File: src/rtl/anrm_pkg.sv
package anrm_pkg;
  typedef enum logic [1:0] {
    BT_FIXED = 2'b00,
    BT_INCR  = 2'b01,
    BT_WRAP  = 2'b10,
    BT_RSVD  = 2'b11
  } burst_e;

  typedef enum logic [1:0] {
    RK_PASS,
    RK_WHOLE,
    RK_SPLIT,
    RK_ERR
  } req_kind_e;
endpackage

File: src/rtl/anrm_classify.sv
module anrm_classify
  import anrm_pkg::*;
#(
  parameter int ADDR_W = 32,
  parameter int LEN_W  = 8,
  parameter int PCW    = 5
) (
  input  logic [ADDR_W-1:0] addr,
  input  logic [LEN_W-1:0]  len,
  input  logic [2:0]        size,
  input  logic [1:0]        burst,
  output req_kind_e         kind,
  output logic [ADDR_W-1:0] start_addr,
  output logic [LEN_W-1:0]  start_len,
  output logic [PCW-1:0]    pieces
);
  logic [ADDR_W-1:0] span;
  logic [ADDR_W-1:0] low_mask;
  logic [ADDR_W-1:0] boundary;
  logic              len_legal;

  always_comb begin
    span      = (ADDR_W'(len) + ADDR_W'(1)) << size;
    low_mask  = span - ADDR_W'(1);
    boundary  = addr & ~low_mask;
    len_legal = (len == LEN_W'(1)) || (len == LEN_W'(3)) ||
                (len == LEN_W'(7)) || (len == LEN_W'(15));
  end

  always_comb begin
    kind = RK_ERR;
    case (burst_e'(burst))
      BT_INCR: kind = RK_PASS;
      BT_WRAP: begin
        if (!len_legal)            kind = RK_ERR;
        else if (boundary == addr) kind = RK_WHOLE;
        else                       kind = RK_SPLIT;
      end
      default: kind = RK_ERR;
    endcase
  end

  always_comb begin
    start_addr = (kind == RK_PASS) ? addr : boundary;
    start_len  = (kind == RK_SPLIT) ? '0 : len;
    pieces     = (kind == RK_SPLIT) ? PCW'(len[3:0]) + PCW'(1) : PCW'(1);
  end
endmodule

File: src/rtl/anrm_piece_gen.sv
module anrm_piece_gen #(
  parameter int ADDR_W = 32,
  parameter int ID_W   = 4,
  parameter int LEN_W  = 8,
  parameter int QOS_W  = 4,
  parameter int PCW    = 5
) (
  input  logic              clk,
  input  logic              rst,
  input  logic              load,
  input  logic [ID_W-1:0]   ld_id,
  input  logic [ADDR_W-1:0] ld_addr,
  input  logic [LEN_W-1:0]  ld_len,
  input  logic [2:0]        ld_size,
  input  logic [QOS_W-1:0]  ld_qos,
  input  logic [PCW-1:0]    ld_pieces,
  input  logic              pop,
  output logic              busy,
  output logic [ID_W-1:0]   id_q,
  output logic [ADDR_W-1:0] addr_q,
  output logic [LEN_W-1:0]  len_q,
  output logic [2:0]        size_q,
  output logic [QOS_W-1:0]  qos_q,
  output logic [PCW-1:0]    pieces_q,
  output logic              last_q
);
  logic [PCW-1:0]    idx_q;
  logic [PCW-1:0]    idx_nxt;
  logic [ADDR_W-1:0] step;

  assign idx_nxt = idx_q + PCW'(1);
  assign step    = ADDR_W'(1) << size_q;

  always_ff @(posedge clk) begin
    if (rst) begin
      busy     <= 1'b0;
      id_q     <= '0;
      addr_q   <= '0;
      len_q    <= '0;
      size_q   <= '0;
      qos_q    <= '0;
      pieces_q <= '0;
      idx_q    <= '0;
      last_q   <= 1'b0;
    end else if (load) begin
      busy     <= 1'b1;
      id_q     <= ld_id;
      addr_q   <= ld_addr;
      len_q    <= ld_len;
      size_q   <= ld_size;
      qos_q    <= ld_qos;
      pieces_q <= ld_pieces;
      idx_q    <= PCW'(1);
      last_q   <= (ld_pieces == PCW'(1));
    end else if (busy && pop) begin
      if (last_q) begin
        busy <= 1'b0;
      end else begin
        addr_q <= addr_q + step;
        idx_q  <= idx_nxt;
        last_q <= (idx_nxt == pieces_q);
      end
    end
  end
endmodule

File: src/rtl/anrm_err_pulse.sv
module anrm_err_pulse #(
  parameter int ID_W  = 4,
  parameter int LEN_W = 8
) (
  input  logic             clk,
  input  logic             rst,
  input  logic             fire,
  input  logic [ID_W-1:0]  f_id,
  input  logic [LEN_W-1:0] f_len,
  output logic             e_valid,
  output logic [ID_W-1:0]  e_id,
  output logic [LEN_W-1:0] e_len
);
  always_ff @(posedge clk) begin
    if (rst) begin
      e_valid <= 1'b0;
      e_id    <= '0;
      e_len   <= '0;
    end else begin
      e_valid <= fire;
      if (fire) begin
        e_id  <= f_id;
        e_len <= f_len;
      end
    end
  end
endmodule

File: src/rtl/axi_burst_normalizer.sv
module axi_burst_normalizer
  import anrm_pkg::*;
#(
  parameter int ADDR_W = 32,
  parameter int ID_W   = 4,
  parameter int QOS_W  = 4
) (
  input  logic              clk,
  input  logic              rst,
  input  logic              in_valid,
  output logic              in_ready,
  input  logic [ID_W-1:0]   in_id,
  input  logic [ADDR_W-1:0] in_addr,
  input  logic [7:0]        in_len,
  input  logic [2:0]        in_size,
  input  logic [1:0]        in_burst,
  input  logic              in_lock,
  input  logic [QOS_W-1:0]  in_qos,
  input  logic [3:0]        in_region,
  output logic              out_valid,
  input  logic              out_ready,
  output logic [ID_W-1:0]   out_id,
  output logic [ADDR_W-1:0] out_addr,
  output logic [7:0]        out_len,
  output logic [2:0]        out_size,
  output logic [1:0]        out_burst,
  output logic              out_lock,
  output logic [QOS_W-1:0]  out_qos,
  output logic [3:0]        out_region,
  output logic [4:0]        out_pieces,
  output logic              out_last_piece,
  output logic              err_valid,
  output logic [ID_W-1:0]   err_id,
  output logic [7:0]        err_len
);
  localparam int LEN_W   = 8;
  localparam int MAX_PCS = 16;
  localparam int PCW     = $clog2(MAX_PCS + 1);
  localparam logic       LOCK_KEEP   = 1'b0;
  localparam logic [3:0] REGION_KEEP = 4'h0;

  req_kind_e         kind;
  logic [ADDR_W-1:0] start_addr;
  logic [LEN_W-1:0]  start_len;
  logic [PCW-1:0]    pieces;
  logic              busy;
  logic              take;

  assign in_ready = !busy && !rst;
  assign take     = in_valid && in_ready;

  anrm_classify #(.ADDR_W(ADDR_W), .LEN_W(LEN_W), .PCW(PCW)) u_cls (
    .addr       (in_addr),
    .len        (in_len),
    .size       (in_size),
    .burst      (in_burst),
    .kind       (kind),
    .start_addr (start_addr),
    .start_len  (start_len),
    .pieces     (pieces)
  );

  anrm_piece_gen #(
    .ADDR_W(ADDR_W), .ID_W(ID_W), .LEN_W(LEN_W), .QOS_W(QOS_W), .PCW(PCW)
  ) u_gen (
    .clk       (clk),
    .rst       (rst),
    .load      (take && (kind != RK_ERR)),
    .ld_id     (in_id),
    .ld_addr   (start_addr),
    .ld_len    (start_len),
    .ld_size   (in_size),
    .ld_qos    (in_qos),
    .ld_pieces (pieces),
    .pop       (out_ready),
    .busy      (busy),
    .id_q      (out_id),
    .addr_q    (out_addr),
    .len_q     (out_len),
    .size_q    (out_size),
    .qos_q     (out_qos),
    .pieces_q  (out_pieces),
    .last_q    (out_last_piece)
  );

  anrm_err_pulse #(.ID_W(ID_W), .LEN_W(LEN_W)) u_err (
    .clk     (clk),
    .rst     (rst),
    .fire    (take && (kind == RK_ERR)),
    .f_id    (in_id),
    .f_len   (in_len),
    .e_valid (err_valid),
    .e_id    (err_id),
    .e_len   (err_len)
  );

  assign out_valid  = busy;
  assign out_burst  = BT_INCR;
  assign out_lock   = in_lock & LOCK_KEEP;
  assign out_region = in_region & REGION_KEEP;
endmodule

File: config.mk
export PLATFORM = sky130hd
export DESIGN_NAME = axi_burst_normalizer
export DESIGN_NICKNAME = d
export VERILOG_FILES = /design/src/rtl/anrm_pkg.sv /design/src/rtl/anrm_classify.sv /design/src/rtl/anrm_piece_gen.sv /design/src/rtl/anrm_err_pulse.sv /design/src/rtl/axi_burst_normalizer.sv
export SDC_FILE = /design/constraint.sdc
export NUM_CORES = 1
export LEC_CHECK = 0
export ABC_AREA = 1
export BUFFER_PORTS_ARGS = -buffer_cell sky130_fd_sc_hd__buf_2
export CAP_MARGIN = 20
export CELL_PAD_IN_SITES_DETAIL_PLACEMENT = 1
export CELL_PAD_IN_SITES_GLOBAL_PLACEMENT = 2
export CORE_AREA = 3 3 152 154
export DETAILED_ROUTE_END_ITERATION = 6
export DIE_AREA = 0 0 155 157
export GPL_TIMING_DRIVEN = 1
export HOLD_SLACK_MARGIN = 0.12
export MAX_ROUTING_LAYER = met4
export PLACE_DENSITY = 0.84
export SKIP_CTS_REPAIR_TIMING = 1
export SLEW_MARGIN = 20
export SYNTH_ARGS = -nofsm -noshare
export SYNTH_HDL_FRONTEND = slang
export SYNTH_SLANG_ARGS = --single-unit
File: constraint.sdc
create_clock -name clk -period 4.44 [get_ports clk]
set_input_delay 1.332 -clock clk [delete_from_list [all_inputs] [get_ports clk]]
set_output_delay 1.332 -clock clk [all_outputs]
set_load 0.01 [all_outputs]
==> Word-level counts from Yosys, hierarchy flattened <==
Cells that the tools add are included.
{ "word_totals": {"elab_cells": 71, "inputBits": 62, "output_inout_bits": 79, "register_bits": 76} }
{ "op_classes": {"add_sub_neg": 5, "n_eq_ne": 13, "n_bitwise": 3, "reduce_logical": 17, "shift": 2, "n_mux": 18} }
{ "op_table": {"columns": ["op", "count"], "rows": [
  ["$mux 32", 4],
  ["$add 32x32->32", 1],
  ["$and 32x32->32", 1],
  ["$eq 32x32->1", 1],
  ["$not 32->32", 1],
  ["$shl 1x3->32 const A", 1],
  ["$shl 32x3->32", 1],
  ["$sub 32x1->32 const B", 1],
  ["$add 8x1->9 const B", 1],
  ["$mux 1", 9],
  ["$eq 8x1->1 const B", 1],
  ["$eq 8x2->1 const B", 1],
  ["$eq 8x3->1 const B", 1],
  ["$eq 8x4->1 const B", 1],
  ["$mux 8", 1],
  ["$eq 2x2->1 const B", 3],
  ["$reduce_and 2->1", 3],
  ["$add 4x1->5 const B", 1],
  ["$add 5x1->5 const B", 1],
  ["$eq 5x1->1 const B", 1],
  ["$eq 5x5->1", 1],
  ["$logic_and 1x1->1", 5],
  ["$mux 5", 1],
  ["$mux 2", 2],
  ["10 further kinds", 14]
]} }

==> Logic depth before layout (Yosys ltp) <==
Gate-level depths: netlist of run 1.
{ "depth": {"ltp_word": 13, "ltp_mapped": 33} }

==> Hierarchy <==
From an unflattened synthesis of run 1, not the netlist that was laid out.
{ "hier_totals": {"hier_cells": 1065, "area_unflattened_um2": 6413.7} }
{ "by_module_without_submodules": {"columns": ["module", "cells_each", "area_per_inst_um2", "seq_area_each_um2", "instances"], "rows": [
  ["anrm_piece_gen", 567, 3726.1, 1261.2, 1],
  ["anrm_classify", 403, 2060.7, 0.0, 1],
  ["anrm_err_pulse", 80, 541.8, 260.2, 1],
  ["axi_burst_normalizer", 15, 85.1, 0.0, 1]
]} }

==> Least setup slack after synthesis of run 1 <==
OpenSTA, ideal clock, no wires.
{ "synth_timing": {"kind": "input to register", "start": "input in_len[1]", "end": "register u_gen.last_q", "required_time_ns": 4.373, "arrival_ns": 4.202, "cell_stages": 33, "slack_ns": 0.171, "setup_ns": 0.067, "path_buffers": 0, "path_cell_list": "inv_1 ha_1 nand2_1 nand2_1 nor2_2 nand2_1 nand2_1 inv_1 nand2_1 inv_2 nand2_4 nor2_4 nand3_2 nor2_4 nand2_2 nor3_1 ha_1 inv_1 a22oi_1 o211ai_1 a21oi_1 nand2_1 a21oi_1 nand3_1 nor2_1 nand3_1 nor2_1 nand2_2 nand2_4 o21ai_1 inv_1 nand2_1 a21oi_2"} }
{ "synth_between": {"elab_chain_cells": 13, "elab_cells_between_ends": 24, "classes_between": "3 x add/sub; 8 x eq/ne; 1 x shift; 5 x mux; 2 x bitwise; 5 x reduce/logical"} }
{ "synth_lines": {"columns": ["item", "line", "rtl"], "rows": [
  ["start, declared", "axi_burst_normalizer.sv:14", "input logic [7:0] in_len,"],
  ["$add 8x1->9", "anrm_classify.sv:23", "span = (ADDR_W'(len) + ADDR_W'(1)) << size;"],
  ["$shl 32x3->32", "anrm_classify.sv:23", null],
  ["$sub 32x1->32", "anrm_classify.sv:24", "low_mask = span - ADDR_W'(1);"],
  ["$not 32->32", "anrm_classify.sv:25", "boundary = addr & ~low_mask;"],
  ["$and 32x32->32", "anrm_classify.sv:25", null],
  ["$eq 32x32->1", "anrm_classify.sv:36", "else if (boundary == addr) kind = RK_WHOLE;"],
  ["$mux 2", "anrm_classify.sv:36", null],
  ["$mux 2", "anrm_classify.sv:35", "if (!len_legal) kind = RK_ERR;"],
  ["$pmux 2 s2", "anrm_classify.sv:32", "case (burst_e'(burst))"],
  ["$eq 2x2->1", "anrm_classify.sv:46", "pieces = (kind == RK_SPLIT) ? PCW'(len[3:0]) + PCW'(1) : PCW'(1);"],
  ["$mux 5", "anrm_classify.sv:46", null],
  ["$eq 5x1->1", "anrm_piece_gen.sv:54", "last_q <= (ld_pieces == PCW'(1));"],
  ["$mux 1", "anrm_piece_gen.sv:45", "end else if (load) begin"],
  ["end signal, assigned", "anrm_piece_gen.sv:54", null],
  ["end signal, assigned", "anrm_piece_gen.sv:61", "last_q <= (idx_nxt == pieces_q);"],
  ["end, declared", "anrm_piece_gen.sv:25", "output logic last_q"]
]} }
Parallel ways exist; a longest one is shown, timed or not.
A chain may end at the register's enable or synchronous reset.

==> Worst setup path in the final report of run 1 <==
Ends and elaborated chain as after synthesis.

==> results of run 1 <==
-- registers in the layout (all words and copies together) (netlist names) --
| name | cells |
|---|---|
| u_gen.last_q | 1 |
| u_gen.busy | 1 |
| u_gen.idx_q | 5 |
| u_gen.len_q | 8 |
| u_err.e_id | 4 |
| u_gen.qos_q | 4 |
| u_gen.id_q | 4 |
| u_gen.pieces_q | 5 |
| u_gen.size_q | 3 |
| u_err.e_valid | 1 |
| u_gen.addr_q | 32 |
| u_err.e_len | 8 |
-- power by group --
part	switching, mW	internal, mW
Clock	0.328	0.384
Sequential	0.0301	0.713
Combinational	0.297	0.206
-- how the worst min path moves through the flow --
stage	from	endpoint	slack [ns]	cells after the start
6_report	u_gen.id_q[3]$_SDFFE_PP0P_	u_gen.id_q[3]$_SDFFE_PP0P_	0.46	2
5_1_grt	u_gen.qos_q[2]$_SDFFE_PP0P_	u_gen.qos_q[2]$_SDFFE_PP0P_	0.49	2
4_1_cts	u_gen.id_q[3]$_SDFFE_PP0P_	u_gen.id_q[3]$_SDFFE_PP0P_	0.47	2
3_5_place_dp	u_gen.id_q[3]$_SDFFE_PP0P_	u_gen.id_q[3]$_SDFFE_PP0P_	0.46	2
3_3_place_gp	u_gen.id_q[1]$_SDFFE_PP0P_	u_gen.id_q[1]$_SDFFE_PP0P_	0.45	2
2_1_floorplan	u_gen.idx_q[4]$_SDFFE_PP0P_	u_gen.idx_q[4]$_SDFFE_PP0P_	0.45	2
-- metrics by stage --
| step | setup TNS [ns] | cell area [um^2] | util |
|---|---|---|---|
| 2_1_floorplan | 0 | 5650 | - |
| 3_3_place_gp | -4.85 | 7120 | 0.326 |
| 3_5_place_dp | -6.26 | 7120 | 0.326 |
| 4_1_cts | -2.33 | 7400 | 0.339 |
| 5_1_grt | -2.82 | 7710 | 0.353 |
| 6_report | -0.0119 | 7710 | 0.353 |
-- placed cells by master, fill, tap and decap left out, types with 9 or more instances in the layout --
cell type and count:
sky130_fd_sc_hd__nand2_1 153, sky130_fd_sc_hd__buf_2 125, sky130_fd_sc_hd__nand3_1 101, sky130_fd_sc_hd__buf_4 96
sky130_fd_sc_hd__dfxtp_1 76, sky130_fd_sc_hd__inv_1 74, sky130_fd_sc_hd__o21ai_0 58, sky130_fd_sc_hd__nor2_1 49
sky130_fd_sc_hd__a21oi_1 47, sky130_fd_sc_hd__nand2_2 27, sky130_fd_sc_hd__nand3_2 25, sky130_fd_sc_hd__a31oi_1 17
sky130_fd_sc_hd__nor3_1 15, sky130_fd_sc_hd__nand2_4 14, sky130_fd_sc_hd__o211ai_1 13, sky130_fd_sc_hd__inv_2 11
sky130_fd_sc_hd__ha_1 11, sky130_fd_sc_hd__xor2_1 10, sky130_fd_sc_hd__nor2_4 9, sky130_fd_sc_hd__o21ai_1 9
sky130_fd_sc_hd__clkbuf_16 9
-- area by class of cell --
type	instances	area share
flip-flops and latches	76	0.197
well taps	280	0.0455
multi-input cells	646	0.490
repair buffers	228	0.186
clock inverters	6	0.00633
inverters	89	0.0445
clock buffers	10	0.0297
diodes	1	0.000325
-- critical path: cells and delay by family --
family                   cells  cell delay [ns]
adder cells (fa/ha/maj)      2             0.47
AND/OR/NAND/NOR             20             1.80
AO/OA/AOI/OAI                6             0.75
buffers and inverters        6             0.34
-- metal layers --
| layer | vias to the layer above | wire [um] | global-route usage |
|---|---|---|---|
| met4 | 0 | 115 | 0.0269 |
| li1 | 3273 | - | - |
| met5 | - | 0 | - |
| met1 | 3117 | 9840 | 0.221 |
| met2 | 132 | 10500 | 0.300 |
| met3 | 11 | 1230 | 0.0421 |
-- logic make-up (layout without fill, tap and decap cells) --
family,after synthesis,in the layout,synth area share
adders and majority gates,14,14,0.0324
xor gates and xnor gates,17,17,0.0264
and+or+nand+nor,427,427,0.382
AOI/OAI and AO/OA,181,181,0.191
other,2,8,0.00133
buffers and inverters,132,333,0.0962
DFF,76,76,0.270
==> out/results.md, run 1 <==
## STA
- final worst path period share: 1.00
- highest attainable clock frequency: 225 MHz
- Setup WS post-layout: -0.0119 ns
- slew at the pin closest to its max-slew limit: 0.666 ns
- worst setup skew after layout: 0.00694 ns
- final critical path time including I/O delays and setup: 4.45 ns
- setup repair after global routing missed its margin: true
- Final Hold Violating Endpoints: 0
- worst hold slack: 0.465 ns
- worst max-slew margin expressed relative to the limit: 0.555
- max-slew violations: 0
- Finish-stage setup viols: 1

## Clocking
- cell at the root of the clock tree: sky130_fd_sc_hd__clkbuf_16
- source-to-sink clock delay at the later pin of the worst-skew pair: 0.35 ns
- maximum buffer depth of the clock tree: 2
- clock-pin slew on the worst setup and hold paths: 0.07 ns
- TritonCTS buffer count: 9
- H-tree levels: 3
- CTS tree: done
- sinks on the clock net: 76

## Route
- wire length reported by the detailed router: 21.7 mm
- DR vias: 6533
- average via count per standard cell: 4.89
- Initial DRT Pass Iterations: 5
- initial detailed-routing violation count: 254
- DR DRC count: 0
- Routed WL per cell: 16.3 um
- Antenna Violating Nets Remaining: 0

## Critical path
- endpoint of the most critical register-to-register path: u_gen.addr_q[22]$_SDFFE_PP0P_
- reg2reg start: u_gen.size_q[0]$_SDFFE_PP0P_
- worst endpoint required time: 4.72 ns
- Most Frequent Cell on Critical Path: sky130_fd_sc_hd__nand2_2
- Setup crit end kind: register
- signal arrival time at the worst endpoint: 4.74 ns
- cell depth of the worst flop-to-flop path: 22
- path type of the worst setup path: in2reg
- worst setup path endpoint: u_gen.last_q$_SDFFE_PP0P_
- Worst setup SP type: input pin
- cell with the largest stage delay on the worst path: sky130_fd_sc_hd__ha_4
- Register-to-Register Setup Slack: 0.81 ns
- Critical Path Start: in_len[1]
- delay of the slowest cell on the worst path: 0.29 ns
- maximum net fanout on the critical path: 4

## Yosys
- share of synthesized area occupied by flip-flops and latches: 0.270
- count leader, synth: sky130_fd_sc_hd__nand2_1
- most area-consuming cells after synthesis: sky130_fd_sc_hd__dfxtp_1 27%, sky130_fd_sc_hd__nand2_1 11%, sky130_fd_sc_hd__nand3_1 9.8%
- ranking of synthesized cells by instance count: 164 x sky130_fd_sc_hd__nand2_1, 110 x sky130_fd_sc_hd__nand3_1, 78 x sky130_fd_sc_hd__inv_1
- number of instances in the synthesized netlist: 849
- Post-synth ARST share: 0
- top cell type's share of synthesized area: 0.270
- Post-Syn Area: 5630 um^2
- number of enable flip-flop cells after synthesis: 0
- cell type with the largest total area after synthesis: sky130_fd_sc_hd__dfxtp_1
- Primary FF master, synth: sky130_fd_sc_hd__dfxtp_1
- flops & latches, synth: 76
- number of warnings reported in the yosys synthesis log: 0
- per-instance average area after synthesis: 6.63 um^2
- distinct cell type count of the synthesized netlist: 49

## Status
- run status: finished, violations left
- violations in the final reports: negative setup slack

## Pwr
- total power of the final layout: 1.96 mW
- PwrDens: 254 nW/um^2
- worst-case vdd ir drop: 0.000171 V
- reported leakage power: 3.63 nW

## Die
- die span in x: 155 um
- Site Rows: 54
- die outline area: 24300 um^2
- I/O pin cnt: 141
- Core Region: 21800 um^2
- vertical extent of the die: 157 um
- starting density of the core: 0.258

## Place
- half-perimeter wire length after placement: 17.0 mm
- Post-Place Cells: 1308
- buffers added on ports: 128
- pre-CTS setup slack: -0.630 ns
- routability congestion estimate: 0.828

## Global route
- GRT Overall Usage: 0.178
- initial antenna violation count: 1
- pin count of the biggest net entering global routing: 51
- via count of the first global-routing pass: 6531
- overflow left after global routing: 0
- first-pass GRT wire length: 33.9 mm

## Layout
- area growth from synthesis to layout: 36.8%
- number of fill cells in the layout: 2791
- area used by multi-input combinational logic: 3780 um^2
- Seq. cell area: 1520 um^2
- fraction of final layout cells sized beyond drive strength 1: 0.344
- Final Non-Filler Cells: 1336
- total number of nets in the final design: 1126

## Hold path
- worst min path class: reg2reg

## Run
- number of violations of the max-capacitance limit: 0

Note: power is estimated with default switching activity, not from simulation.
==> inputs of run 2 (changes only) <==
REMOVE_ABC_BUFFERS = 1   (was unset)
SKIP_LAST_GASP = 1   (was unset)
==> out/results.md, run 2 (synthesized netlist as in run 1, its figures left out) <==
## Layout
- total number of nets in the final design: 1122, -0.36%
- fraction of final layout cells sized beyond drive strength 1: 0.340, -0.00440
- register with the most flip-flops: u_gen.addr_q
- leading cell types in the layout, fill and taps excluded: 154 x sky130_fd_sc_hd__nand2_1, 125 x sky130_fd_sc_hd__buf_2, 101 x sky130_fd_sc_hd__nand3_1, 92 x sky130_fd_sc_hd__buf_4, 77 x sky130_fd_sc_hd__inv_1
- commonest non-fill, non-tap cell in the layout: sky130_fd_sc_hd__nand2_1
- area growth from synthesis to layout: 37.2%
- biggest registers after layout: u_gen.addr_q x32, u_err.e_len x8, u_gen.len_q x8
- flip-flop count of the largest register after layout: 32, unchanged

## STA
- worst setup skew after layout: 0.0138 ns, +0.00682 ns
- final worst path period share: 0.991, -0.0114
- slew at the pin closest to its max-slew limit: 0.814 ns, +0.148 ns
- worst max-slew margin expressed relative to the limit: 0.457, -0.0985
- highest attainable clock frequency: 227 MHz, +1.1%
- Finish-stage setup viols: 0, -1
- final critical path time including I/O delays and setup: 4.40 ns, -0.0506 ns
- max-slew violations: 0, unchanged
- setup repair after global routing missed its margin: true
- Final Hold Violating Endpoints: 0, unchanged
- Setup WS post-layout: 0.0387 ns, +0.0506 ns

## Critical path
- delay of the slowest cell on the worst path: 0.28 ns, about the same
- Levels on crit path: 31, -8.8%
- category of cells accounting for the largest share of critical-path delay: simple AND/OR/NAND/NOR gates
- path type of the worst setup path: in2reg
- endpoint of the most critical register-to-register path: u_gen.addr_q[26]$_SDFFE_PP0P_
- number of buffers and inverters on the critical path: 5, -1
- worst setup path endpoint: u_gen.last_q$_SDFFE_PP0P_
- Critical Path Start: in_len[1]
- Most Frequent Cell on Critical Path: sky130_fd_sc_hd__nand2_2
- worst endpoint required time: 4.73 ns, about the same
- cell with the largest stage delay on the worst path: sky130_fd_sc_hd__ha_4
- Register-to-Register Setup Slack: 0.60 ns, -0.21 ns
- Worst setup SP type: input pin
- reg2reg start: u_gen.size_q[0]$_SDFFE_PP0P_
- maximum net fanout on the critical path: 3, -1
- cell depth of the worst flop-to-flop path: 22, unchanged
- Setup crit end kind: register
- signal arrival time at the worst endpoint: 4.69 ns, -0.05 ns

## Route
- wire length reported by the detailed router: 21.6 mm, -0.70%
- Routed WL per cell: 16.2 um, -0.41%
- average via count per standard cell: 4.91, +0.41%
- initial detailed-routing violation count: 265, +4.3%
- Antenna Violating Nets Remaining: 0, unchanged
- DR DRC count: 0, unchanged
- DR vias: 6540, +0.11%
- Initial DRT Pass Iterations: 4, -1

## Clocking
- sinks on the clock net: 76, unchanged
- maximum buffer depth of the clock tree: 2, unchanged
- CTS tree: done
- TritonCTS buffer count: 9, unchanged
- source-to-sink clock delay at the later pin of the worst-skew pair: 0.35 ns, about the same
- clock-pin slew on the worst setup and hold paths: 0.07 ns, about the same
- cell at the root of the clock tree: sky130_fd_sc_hd__clkbuf_16
- H-tree levels: 3, unchanged

## Die
- Core Region: 21800 um^2, unchanged
- Site Rows: 54, unchanged
- die outline area: 24300 um^2, unchanged
- I/O pin cnt: 141, unchanged
- die span in x: 155 um, unchanged
- vertical extent of the die: 157 um, unchanged
- starting density of the core: 0.258, unchanged

## Pwr
- worst-case vdd ir drop: 0.000193 V, +13%
- PwrDens: 265 nW/um^2, +4.2%
- total power of the final layout: 2.05 mW, +4.5%
- reported leakage power: 3.62 nW, -0.11%

## Global route
- GRT Overall Usage: 0.179, +0.00133
- overflow left after global routing: 0, unchanged
- pin count of the biggest net entering global routing: 50, -2.0%
- first-pass GRT wire length: 34.2 mm, +0.75%
- initial antenna violation count: 1, unchanged
- via count of the first global-routing pass: 6559, +0.43%

## Hold path
- worst min path class: reg2reg

## Place
- buffers added on ports: 128, unchanged
- routability congestion estimate: 0.861, +4.0%
- pre-CTS setup slack: -0.585 ns, +0.0458 ns
- half-perimeter wire length after placement: 16.7 mm, -1.7%

## Status
- run status: completed

## Run
- number of violations of the max-capacitance limit: 0, unchanged

[run 2: cell count changes in the layout (fill, tap and decap cells not counted), sizes merged]
cell / delta
buf: -4
inv: +1
bufinv: +1
clkbuf: -1
clkinvlp: -1
[run 2: cell type report]
cell class | count | area, um^2
tap | 280 | 350
clock buffer | 9 | 225
fill | 2788 | 14100
antenna | 1 | 2.50
clock inverter | 7 | 82.6
inverter | 89 | 338
sequential | 76 | 1520
timing repair buffer | 224 | 1420
multi-input combinational | 646 | 3790
[run 2: worst register-to-register path: stages, from the launching register on]
cell                       delay, ns
sky130_fd_sc_hd__dfxtp_1        0.43
sky130_fd_sc_hd__inv_1          0.13
sky130_fd_sc_hd__nor3_1         0.24
sky130_fd_sc_hd__inv_1          0.10
sky130_fd_sc_hd__fa_1           0.42
sky130_fd_sc_hd__inv_1          0.11
sky130_fd_sc_hd__nand3_1        0.07
sky130_fd_sc_hd__nand2_1        0.12
sky130_fd_sc_hd__nand3_1        0.08
sky130_fd_sc_hd__o211ai_1       0.19
sky130_fd_sc_hd__nand3_1        0.25
sky130_fd_sc_hd__nor2_2         0.27
sky130_fd_sc_hd__nand2_1        0.17
sky130_fd_sc_hd__nor2_1         0.19
sky130_fd_sc_hd__inv_1          0.08
sky130_fd_sc_hd__nor2_2         0.16
sky130_fd_sc_hd__inv_1          0.10
sky130_fd_sc_hd__nor3_1         0.21
sky130_fd_sc_hd__a21oi_1        0.09
sky130_fd_sc_hd__o21ai_0        0.09
sky130_fd_sc_hd__nand3_1        0.09
sky130_fd_sc_hd__o211ai_1       0.10
sky130_fd_sc_hd__inv_1          0.05
[run 2: how the worst min path moves through the flow]
| stage | to | start | slack [ns] | cells after the start |
|---|---|---|---|---|
| floorplan | u_gen.idx_q[4]$_SDFFE_PP0P_ | u_gen.idx_q[4]$_SDFFE_PP0P_ | 0.45 | 2 |
| finish | u_gen.qos_q[2]$_SDFFE_PP0P_ | u_gen.qos_q[2]$_SDFFE_PP0P_ | 0.46 | 2 |
| global placement | u_gen.id_q[3]$_SDFFE_PP0P_ | u_gen.id_q[3]$_SDFFE_PP0P_ | 0.45 | 2 |
| CTS | u_gen.id_q[2]$_SDFFE_PP0P_ | u_gen.id_q[2]$_SDFFE_PP0P_ | 0.47 | 2 |
| global route | u_gen.id_q[0]$_SDFFE_PP0P_ | u_gen.id_q[0]$_SDFFE_PP0P_ | 0.50 | 2 |
| detailed placement | u_gen.id_q[2]$_SDFFE_PP0P_ | u_gen.id_q[2]$_SDFFE_PP0P_ | 0.46 | 2 |
[run 2: layer usage]
layer  global-route usage  share of wire
met5                    -              0
met3               0.0316          0.059
met1                0.232           0.46
met4               0.0290         0.0047
met2                0.299           0.48
[run 2: per-stage QoR]
step                instance area (um^2)  TNS, ns  hold WS, ns  cells  utilization
detailed placement                  7120    -5.42        0.461   1306        0.326
CTS                                 7420    -1.49        0.472   1322        0.340
finish                              7730        0        0.464   1332        0.354
floorplan                           5440    -1.34        0.453    811            -
global placement                    7120    -4.86        0.449   1306        0.326
global route                        7730    -1.49        0.495   1332        0.354
[run 2: power breakdown]
part | switching (mW) | leakage [nW] | internal (mW)
clock | 0.356 | 0.145 | 0.446
sequential | 0.0280 | 0.619 | 0.713
combinational | 0.297 | 2.86 | 0.207
==> inputs of run 3 (changes only) <==
clock period = 3.9 ns   (was 4.44 ns; I/O delays follow)
==> out/results.md, run 3 (synthesized netlist as in run 1, its figures left out) <==
## STA
- slew at the pin closest to its max-slew limit: 0.579 ns, -0.235 ns
- worst max-slew margin expressed relative to the limit: 0.613, +0.157
- Final Hold Violating Endpoints: 0, unchanged
- final worst path period share: 1.06
- final critical path time including I/O delays and setup: 4.12 ns
- worst setup skew after layout: 0.00905 ns, -0.00470 ns
- max-slew violations: 0, unchanged
- setup repair after global routing missed its margin: true
- worst hold slack: 0.461 ns, -0.00385 ns
- highest attainable clock frequency: 243 MHz
- Finish-stage setup viols: 11, +11
- Setup WS post-layout: -0.223 ns, -0.261 ns

## Clocking
- cell at the root of the clock tree: sky130_fd_sc_hd__clkbuf_16
- TritonCTS buffer count: 9, unchanged
- maximum buffer depth of the clock tree: 2, unchanged
- clock-pin slew on the worst setup and hold paths: 0.07 ns, about the same
- sinks on the clock net: 76, unchanged
- source-to-sink clock delay at the later pin of the worst-skew pair: 0.35 ns, about the same
- H-tree levels: 3, unchanged
- CTS tree: done

## Global route
- first-pass GRT wire length: 33.8 mm, -1.3%
- GRT Overall Usage: 0.177, -0.00205
- pin count of the biggest net entering global routing: 33, -34%
- initial antenna violation count: 4, +3
- via count of the first global-routing pass: 6463, -1.5%
- overflow left after global routing: 0, unchanged

## Layout
- area growth from synthesis to layout: 36.1%
- biggest registers after layout: u_gen.addr_q x32, u_err.e_len x8, u_gen.len_q x8
- utilization of the core after routing: 0.351, -0.00304
- total number of nets in the final design: 1122, unchanged
- number of fill cells in the layout: 2798, +0.36%
- area used by multi-input combinational logic: 3740 um^2, -1.4%
- register with the most flip-flops: u_gen.addr_q
- flip-flop count of the largest register after layout: 32, unchanged
- fraction of final layout cells sized beyond drive strength 1: 0.331, -0.00856
- leading cell types in the layout, fill and taps excluded: 156 x sky130_fd_sc_hd__nand2_1, 125 x sky130_fd_sc_hd__buf_2, 103 x sky130_fd_sc_hd__nand3_1, 94 x sky130_fd_sc_hd__buf_4, 77 x sky130_fd_sc_hd__inv_1
- Seq. cell area: 1520 um^2, unchanged
- commonest non-fill, non-tap cell in the layout: sky130_fd_sc_hd__nand2_1

## Critical path
- worst endpoint required time: 4.18 ns, -0.55 ns
- delay of the slowest cell on the worst path: 0.29 ns, about the same
- signal arrival time at the worst endpoint: 4.40 ns, -0.29 ns
- maximum net fanout on the critical path: 4, +1
- Most Frequent Cell on Critical Path: sky130_fd_sc_hd__nand2_2
- Worst setup SP type: input pin
- path type of the worst setup path: in2reg
- cell with the largest stage delay on the worst path: sky130_fd_sc_hd__ha_4
- Setup crit end kind: register

## Place
- buffers added on ports: 128, unchanged
- routability congestion estimate: 0.866, +0.55%
- half-perimeter wire length after placement: 17.1 mm, +2.4%

## Pwr
- PwrDens: 297 nW/um^2, +12%
- reported leakage power: 3.60 nW, -0.56%
- worst-case vdd ir drop: 0.000201 V, +3.9%

## Die
- vertical extent of the die: 157 um, unchanged
- die outline area: 24300 um^2, unchanged
- Site Rows: 54, unchanged
- die span in x: 155 um, unchanged
- Core Region: 21800 um^2, unchanged
- starting density of the core: 0.258, unchanged
- I/O pin cnt: 141, unchanged

## Route
- average via count per standard cell: 4.90, -0.19%
- Antenna Violating Nets Remaining: 0, unchanged
- DR DRC count: 0, unchanged
- Routed WL per cell: 16.2 um, -0.16%
- initial detailed-routing violation count: 239, -9.8%
- DR vias: 6547, +0.11%
- Initial DRT Pass Iterations: 4, unchanged
- wire length reported by the detailed router: 21.6 mm, +0.14%

## Status
- run status: finished, violations left
- violations in the final reports: negative setup slack

## Hold path
- worst min path class: reg2reg

## Run
- number of violations of the max-capacitance limit: 0, unchanged

[run 3: cell count changes in the layout (fill, tap and decap cells not counted), sizes merged]
cell   change
diode      +4
inv        -1
buf        +1
[run 3: layout make-up]
cell class                 instances  area share
antenna                            5     0.00163
clock buffer                      10      0.0299
clock inverter                     6     0.00931
inverter                          89      0.0441
multi-input combinational        646       0.488
sequential                        76       0.199
tap                              280      0.0457
timing repair buffer             224       0.183
[run 3: critical path, delay by kind of cell]
family          cells  cell delay [ns]
compound gates      6             0.74
buf+inv             4             0.29
fa+ha+maj           2             0.46
simple gates       19             1.75
[run 3: power by group]
group          switching, mW  total [mW]  internal, mW
logic                  0.334       0.562         0.228
clock network          0.367       0.869         0.502
registers             0.0324       0.845         0.812
total                  0.734        2.28          1.54
[run 3: path summary, 6_finish.rpt]
kind / startpoint / to / slack [ns] / cells past startpoint
setup / recovery: in_len[0] / u_gen.last_q$_SDFFE_PP0P_ / -0.22 / 31
hold / removal: u_gen.qos_q[1]$_SDFFE_PP0P_ / u_gen.qos_q[1]$_SDFFE_PP0P_ / 0.46 / 2
setup reg to reg: u_gen.size_q[0]$_SDFFE_PP0P_ / u_gen.addr_q[22]$_SDFFE_PP0P_ / 0.50 / 22
hold reg to reg: u_gen.qos_q[1]$_SDFFE_PP0P_ / u_gen.qos_q[1]$_SDFFE_PP0P_ / 0.46 / 2
[run 3: routing by layer]
| layer | vias up | GRT usage | wire, um |
|---|---|---|---|
| met4 | 0 | 0.0294 | 202 |
| met5 | - | - | 0 |
| met1 | 3112 | 0.230 | 9950 |
| met3 | 12 | 0.0344 | 1330 |
| li1 | 3270 | - | - |
| met2 | 153 | 0.291 | 10100 |
[run 3: through the flow]
stage	TNS (ns)	instances	setup WS (ns)	power, mW	instance area [um^2]
4_1_cts	-5.13	1326	-0.556	2.28	7430
3_3_place_gp	-7.97	1310	-0.806	1.39	7130
2_1_floorplan	-12.72	811	-0.573	1.14	5440
3_5_place_dp	-9.02	1310	-0.905	1.40	7130
6_report	-1.28	1336	-0.223	2.28	7660
5_1_grt	-4.84	1335	-0.590	2.40	7660
